<file path="config.mk">
export PLATFORM = sky130hd
export DESIGN_NAME = tsched_top
export DESIGN_NICKNAME = d
export VERILOG_FILES = /design/src/rtl/tsched_pkg.sv /design/src/rtl/tsched_table.sv /design/src/rtl/tsched_seq.sv /design/src/rtl/tsched_top.sv
export SDC_FILE = /design/constraint.sdc
export NUM_CORES = 1
export LEC_CHECK = 0
export CORE_MARGIN = 5
export CORE_UTILIZATION = 37
export DETAILED_ROUTE_END_ITERATION = 16
export GPL_ROUTABILITY_DRIVEN = 0
export SYNTH_ARGS = -nofsm -noshare
export SYNTH_HDL_FRONTEND = slang
export SYNTH_SLANG_ARGS = --single-unit
</file>
<file path="constraint.sdc">
create_clock -name clk -period 1.8 [get_ports clk]
set_clock_uncertainty 0.15 [all_clocks]
set_input_delay 0.36 -clock clk [delete_from_list [all_inputs] [get_ports clk]]
set_output_delay 0.36 -clock clk [all_outputs]
set_load 0.02 [all_outputs]
</file>
<file path="src/rtl/tsched_pkg.sv">
package tsched_pkg;

  typedef enum logic {
    MODE_TABLE = 1'b0,
    MODE_TRIO  = 1'b1
  } sched_mode_e;

endpackage

</file>
<file path="src/rtl/tsched_table.sv">
module tsched_table
  import tsched_pkg::*;
#(
  parameter int NUM_SLOTS = 16,
  parameter int TASK_W    = 2,
  localparam int REG_W    = NUM_SLOTS * TASK_W,
  localparam int PTR_W    = $clog2(NUM_SLOTS)
) (
  input  logic              clk,
  input  logic              rst,
  input  logic              wr_en,
  input  logic [REG_W-1:0]  wr_data,
  input  logic [PTR_W-1:0]  slot_idx,
  output logic [TASK_W-1:0] slot_task,
  output sched_mode_e       mode_q
);

  logic [REG_W-1:0]  word_q;
  logic [TASK_W-1:0] slot_arr [NUM_SLOTS];

  // Schedule word and mode; the reserved all-ones value selects rotation.
  always_ff @(posedge clk) begin
    if (rst) begin
      word_q <= '0;
      mode_q <= MODE_TABLE;
    end else if (wr_en) begin
      word_q <= wr_data;
      mode_q <= (wr_data == {REG_W{1'b1}}) ? MODE_TRIO : MODE_TABLE;
    end
  end

  for (genvar g = 0; g < NUM_SLOTS; g++) begin : g_slot
    assign slot_arr[g] = word_q[g*TASK_W +: TASK_W];
  end

  assign slot_task = slot_arr[slot_idx];

  p_mode_table_r5: assert property (@(posedge clk) disable iff (rst)
    (wr_en && wr_data != {REG_W{1'b1}}) |=> (mode_q == MODE_TABLE));

  p_mode_trio_r4: assert property (@(posedge clk) disable iff (rst)
    (wr_en && wr_data == {REG_W{1'b1}}) |=> (mode_q == MODE_TRIO));

endmodule

</file>
<file path="src/rtl/tsched_seq.sv">
module tsched_seq
  import tsched_pkg::*;
#(
  parameter int NUM_SLOTS = 16,
  parameter int ROT_LEN   = 3,
  localparam int PTR_W    = $clog2(NUM_SLOTS),
  localparam int ROT_W    = $clog2(ROT_LEN)
) (
  input  logic             clk,
  input  logic             rst,
  input  logic             restart,
  input  logic             advance,
  input  sched_mode_e      mode,
  output logic [PTR_W-1:0] slot_idx,
  output logic [ROT_W-1:0] rot_idx
);

  localparam logic [PTR_W-1:0] LAST_SLOT = PTR_W'(NUM_SLOTS - 1);
  localparam logic [ROT_W-1:0] LAST_ROT  = ROT_W'(ROT_LEN - 1);

  // Slot pointer: moves only in table mode.
  always_ff @(posedge clk) begin
    if (rst || restart) begin
      slot_idx <= '0;
    end else if (advance && mode == MODE_TABLE) begin
      slot_idx <= (slot_idx == LAST_SLOT) ? '0 : slot_idx + 1'b1;
    end
  end

  // Rotation counter: moves only in rotation mode.
  always_ff @(posedge clk) begin
    if (rst || restart) begin
      rot_idx <= '0;
    end else if (advance && mode == MODE_TRIO) begin
      rot_idx <= (rot_idx == LAST_ROT) ? '0 : rot_idx + 1'b1;
    end
  end

  p_restart_zero_r6: assert property (@(posedge clk) disable iff (rst)
    restart |=> (slot_idx == '0 && rot_idx == '0));

  p_slot_wrap_r3: assert property (@(posedge clk) disable iff (rst)
    (advance && !restart && mode == MODE_TABLE && slot_idx == LAST_SLOT) |=> (slot_idx == '0));

  p_hold_r7: assert property (@(posedge clk) disable iff (rst)
    (!advance && !restart) |=> ($stable(slot_idx) && $stable(rot_idx)));

endmodule

</file>
<file path="src/rtl/tsched_top.sv">
module tsched_top
  import tsched_pkg::*;
#(
  parameter int NUM_SLOTS = 16,
  parameter int NUM_TASKS = 4,
  parameter int ROT_LEN   = 3,
  localparam int TASK_W   = $clog2(NUM_TASKS),
  localparam int REG_W    = NUM_SLOTS * TASK_W,
  localparam int PTR_W    = $clog2(NUM_SLOTS),
  localparam int ROT_W    = $clog2(ROT_LEN)
) (
  input  logic              clk,
  input  logic              rst,
  input  logic              sched_we,
  input  logic [REG_W-1:0]  sched_wdata,
  input  logic              stall,
  output logic [TASK_W-1:0] issue_task,
  output logic              issue_valid
);

  logic [PTR_W-1:0]  slot_idx;
  logic [ROT_W-1:0]  rot_idx;
  logic [TASK_W-1:0] slot_task;
  logic [TASK_W-1:0] next_task;
  sched_mode_e       mode_q;
  logic              advance;

  assign advance = !sched_we && !stall;

  tsched_table #(
    .NUM_SLOTS (NUM_SLOTS),
    .TASK_W    (TASK_W)
  ) u_table (
    .clk       (clk),
    .rst       (rst),
    .wr_en     (sched_we),
    .wr_data   (sched_wdata),
    .slot_idx  (slot_idx),
    .slot_task (slot_task),
    .mode_q    (mode_q)
  );

  tsched_seq #(
    .NUM_SLOTS (NUM_SLOTS),
    .ROT_LEN   (ROT_LEN)
  ) u_seq (
    .clk      (clk),
    .rst      (rst),
    .restart  (sched_we),
    .advance  (advance),
    .mode     (mode_q),
    .slot_idx (slot_idx),
    .rot_idx  (rot_idx)
  );

  assign next_task = (mode_q == MODE_TRIO) ? TASK_W'(rot_idx) : slot_task;

  // Registered issue: write and stall cycles issue nothing, task holds.
  always_ff @(posedge clk) begin
    if (rst) begin
      issue_task  <= '0;
      issue_valid <= 1'b0;
    end else if (!advance) begin
      issue_valid <= 1'b0;
    end else begin
      issue_task  <= next_task;
      issue_valid <= 1'b1;
    end
  end

  logic [TASK_W-1:0] trio_succ;
  assign trio_succ = (issue_task == TASK_W'(ROT_LEN - 1)) ? '0 : issue_task + 1'b1;

  p_write_gap_r6: assert property (@(posedge clk) disable iff (rst)
    sched_we |=> !issue_valid);

  p_stall_hold_r7: assert property (@(posedge clk) disable iff (rst)
    (stall && !sched_we) |=> (!issue_valid && $stable(issue_task)));

  p_trio_range_r4: assert property (@(posedge clk) disable iff (rst)
    (mode_q == MODE_TRIO && issue_valid) |-> (issue_task < TASK_W'(ROT_LEN)));

  p_trio_order_r4: assert property (@(posedge clk) disable iff (rst)
    (mode_q == MODE_TRIO && issue_valid && advance) |=> (issue_valid && issue_task == $past(trio_succ)));

endmodule

</file>
After elaboration in Yosys (flattened, before gate mapping)
Cells that the tools add are included.
Storage, ports and cells
  word-level logic and storage cells: 28
  bits in registers: 42
Cells by class
  equal/unequal tests: 3
  multiplexer cells: 8
  bitwise logic cells: 2
  add/sub/neg operators: 2
  reductions and logical operators: 6
  $lt $le $gt $ge: 1
Operator list (count)
  equality test 32 bit, second input constant: 1
  binary-select mux 2 bit (select 4 bit): 1
  2-to-1 mux 2 bit: 4
  greater-or-equal comparator 5 bit, second input constant: 1
  NOT 4 -> 5 bit: 1
  adder 4 x 1 -> 4 bit, second input constant: 1
  equality test 4 bit, second input constant: 1
  2-to-1 mux 4 bit: 1
  logical AND 1 bit: 3
  adder 2 x 1 -> 2 bit, second input constant: 1
  equality test 2 bit, second input constant: 1
  logical NOT 1 bit: 2
  2-to-1 mux 1 bit: 2
  logical OR 1 bit: 1
  NOT 1 bit: 1

Depth between registers and ports, before layout
  word-level depth: 5
  gate-level depth with buffers: 5
  depth with buffers taken out: 4

Hierarchy
A second synthesis with hierarchy kept.
Second synthesis, totals
  cells, all modules: 182
  area total of the unflattened synthesis: 1899.3 µm²
Modules (own cells, without submodules)
  tsched_table: instances 1, cells an instance 140, seq. area each 660.6 µm², area an instance 1490.2 µm²
  tsched_seq: instances 1, cells an instance 31, seq. area each 120.1 µm², area an instance 272.8 µm²
  tsched_top: instances 1, cells an instance 11, seq. area each 60.1 µm², area an instance 136.4 µm²

Worst setup path after synthesis
No wires, ideal clock.
  kind: register -> register
  start point: reg u_seq.slot_idx[2]
  end point: reg issue_task[0]
  path buffers: 1
  arrival: 1.356 ns
  required time: 1.517 ns
  period minus slack after synthesis: 1.639 ns
  cell stages (with the launch flop): 6
  path slack: 0.161 ns
  library setup time: 0.133 ns
  cell sequence: dfxtp_1 buf_6 mux4_1 a22oi_1 a31o_1 a311oi_1
On the way
  word-level cells in the longest chain between the ends: 5
Ends and longest elaborated chain
  from (decl): line tsched_seq.sv:14  | output logic [PTR_W-1:0] slot_idx,
  from (signal assigned): line tsched_seq.sv:26  | slot_idx <= (slot_idx == LAST_SLOT) ? '0 : slot_idx + 1'b1;
  NOT 4 -> 5 bit (not written as such): line tsched_table.sv:36  | assign slot_task = slot_arr[slot_idx];
  binary-select mux 2 bit (select 4 bit): line tsched_table.sv:36
  2-to-1 mux 2 bit (not written as such) (2 in series): line tsched_table.sv:36
  2-to-1 mux 2 bit: line tsched_top.sv:56  | assign next_task = (mode_q == MODE_TRIO) ? TASK_W'(rot_idx) : slot_task;
  to (signal assigned): line tsched_top.sv:66  | issue_task <= next_task;
  to (decl): line tsched_top.sv:17  | output logic [TASK_W-1:0] issue_task,
Every way passes these cells. The select of a mux whose other input is x is not followed.
A chain may end at the register's enable or synchronous reset.

Worst setup path in the final report
  start point: reg issue_task[1]
  end point: out issue_task[1]
No word-level cell between the ends.

==> results.tsv <==
metric	value	unit
synthesized flop and latch total	42	
Clock Latency Late Sink	290	ps
Final ANT Viol Nets	0	
Slew headroom	0.786	
CTS buffer count	5	
commonest non-fill, non-tap cells in the layout	nor2_1, dfxtp_1, clkdlybuf4s50_1	
outcome	completed	
Final WS setup	66.9	ps
synthesized instance count	184	
Vias/cell	4.93	
Inst Count DP	290	
WP data required	1290	ps
Synth Area in Adders	0.00653	
Synth top area share	0.439	
CTS Sinks	42	
die footprint	0.00672	mm²
Final Setup Violations	0	
initial antenna violation count	0	
Post-DP HPWL	3.32	mm
WL final	4.33	mm
Synth area leader	dfxtp_1	
Syn-to-layout area delta	30.0	%
Startpoint Class	flip-flop	
DRC	0	
Site Rows	26	
nets	264	
crit path DAT	1220	ps
MaxCap Viol Count	0	
critical path's top delay family	buffers and inverters	
IO Count	39	
Worst path depth	1	
placed inst area	0.00238	mm²
starting density of the core	0.377	
Hold WS	333	ps
sum of negative setup slack	0	ps
critical path, cell by cell	clkdlybuf4s50_1	
Synth Area in Simple Gates	0.176	
largest cells by area after synthesis	dfxtp_1, mux2i_1, mux4_1	
Setup CP Type	reg2out	
CTS Hold Buffers Added	0	
TritonRoute pass-1 iters	6	
Fin. Hold Viols	0	
share of layout cells above drive strength 1	0.105	
sequential fraction of the synthesis area	0.439	
commonest non-fill, non-tap cell in the layout	nor2_1	
CTS max path bufs	2	
Final Cell Area	0.00249	mm²
crit path to	issue_task[1]	
VDD IR max	435	µV
combinational family with the most area after synthesis	multiplexers	
Hold Crit Class	reg2reg	
via count	1468	
Syn. warnings	0	
Total GRT Usage	0.138	
EDFF count, synth	0	
crit share post-route	0.963	
Place WS	-95.3	ps
die width	82.0	µm
CTS HTree Levels	2	
Slowest Stage Delay on Critical Path	610	ps
minimum clock period	1730	ps
post-synthesis net count	221	
Synth cell types	32	
r2r endpoint	issue_task[1]	
FF-to-FF path depth	5	
crit-path max FO	2	
RSZ-0062 raised after global routing	false	
Post-Syn Area	0.00192	mm²
total power	1.99	mW
mux cell area share after synthesis	0.280	
Root Driver	clkbuf_8	
CP endpoint kind	output port	
vias in the first global route	1432	
number of DRC markers in iteration 0	118	
Synth Area in Compound Gates	0.0477	
first-pass GRT wire length	7.11	mm
sum of buffers and inverters on the critical path	1	
pwr/cell area	800	mW/mm²
Pins Over Slew Limit	0	
pin count of the biggest net entering global routing	29	
Post-Synth XOR/XNOR Area	0.00457	
critical-path cell with the highest stage delay	clkdlybuf4s50_1	
gr ovfl total	0	
Post-Layout Cell Count	298	
Final Util	0.491	
Clk pin slew, worst setup/hold paths	80	ps
die height	82.0	µm
IO Port Bufs	38	
Setup crit start	issue_task[1]	
Lkg Pwr	1.01	nW
worst slew pin tran	321	ps
Diodes inserted	0	
FMAX	577	MHz
async set or reset register ratio after synthesis	0	
Post-Syn Area per Cell	10.4	µm²
FF-to-FF setup slack	100	ps
RR Startpoint	u_seq.slot_idx[1]	
ys flop type	dfxtp_1	
Routed WL per cell	14.5	µm
CTS tree	built	
core area	0.00507	mm²
power by group:
group          switching [mW]  internal, mW
clock network           0.327         0.409
registers              0.0275         0.976
logic                   0.103         0.151
total                   0.458          1.54
what timing repair did:
item | in CTS | in global routing
endpoints found under the hold margin | 0 | 0
gates resized for setup | 0 | 1
endpoints found under the setup margin | 0 | 1
buffers inserted | 0 | 0
worst min-delay path by stage:
stage                             startpoint            endpoint  slack, ps  cells past startpoint
after floorplan                        stall         issue_valid        280                      1
after global placement     u_table.word_q[4]   u_table.word_q[4]        310                      2
after detailed placement   u_table.word_q[4]   u_table.word_q[4]        310                      2
after CTS                  u_table.word_q[4]   u_table.word_q[4]        330                      2
after global routing      u_table.word_q[28]  u_table.word_q[28]        370                      2
final                      u_table.word_q[4]   u_table.word_q[4]        330                      2
logic make-up after synthesis:
kind of cell             count (synthesis)
AND/OR/NAND/NOR                         72
flip-flops                              42
multiplexers                            41
AO/OA/AOI/OAI                           14
buffers and inverters                   13
XOR/XNOR                                 1
adder cells (fa/ha/maj)                  1
flip-flops by register name, indices dropped and copies added, names as in the netlist:
register        count
u_table.word_q     32
u_seq.slot_idx      4
issue_task          2
u_seq.rot_idx       2
issue_valid         1
u_table.mode_q      1
routing by layer:
metal / part of all wire / wire length (µm) / GRT usage
met1: 0.49 / 2110 / 0.195
met2: 0.46 / 2000 / 0.212
met3: 0.043 / 185 / 0.0340
met4: 0.0083 / 36 / 0.0349
met5: 0 / 0 / 0
final cells by class:
class                           instances  area (µm²)
Clock buffer                            5        68.8
Fill cell                             512        2580
Sequential cell                        42         842
Timing Repair Buffer                   48         463
Tap cell                               70        87.6
Multi-Input combinational cell        129         986
Inverter                                1        3.75
Clock inverter                          3        40.0
Yosys cell counts (2+ instances only):
cell	instances
a21oi_1	5
a22oi_1	2
a311oi_1	2
a31o_1	2
buf_2	3
buf_6	3
clkbuf_1	4
dfxtp_1	42
mux2i_1	33
mux4_1	7
nand2_1	8
nand2b_1	2
nand3_1	3
nand4_1	7
nor2_1	42
nor3_1	2
o21ai_0	2
(Power assumes the default switching activity.)
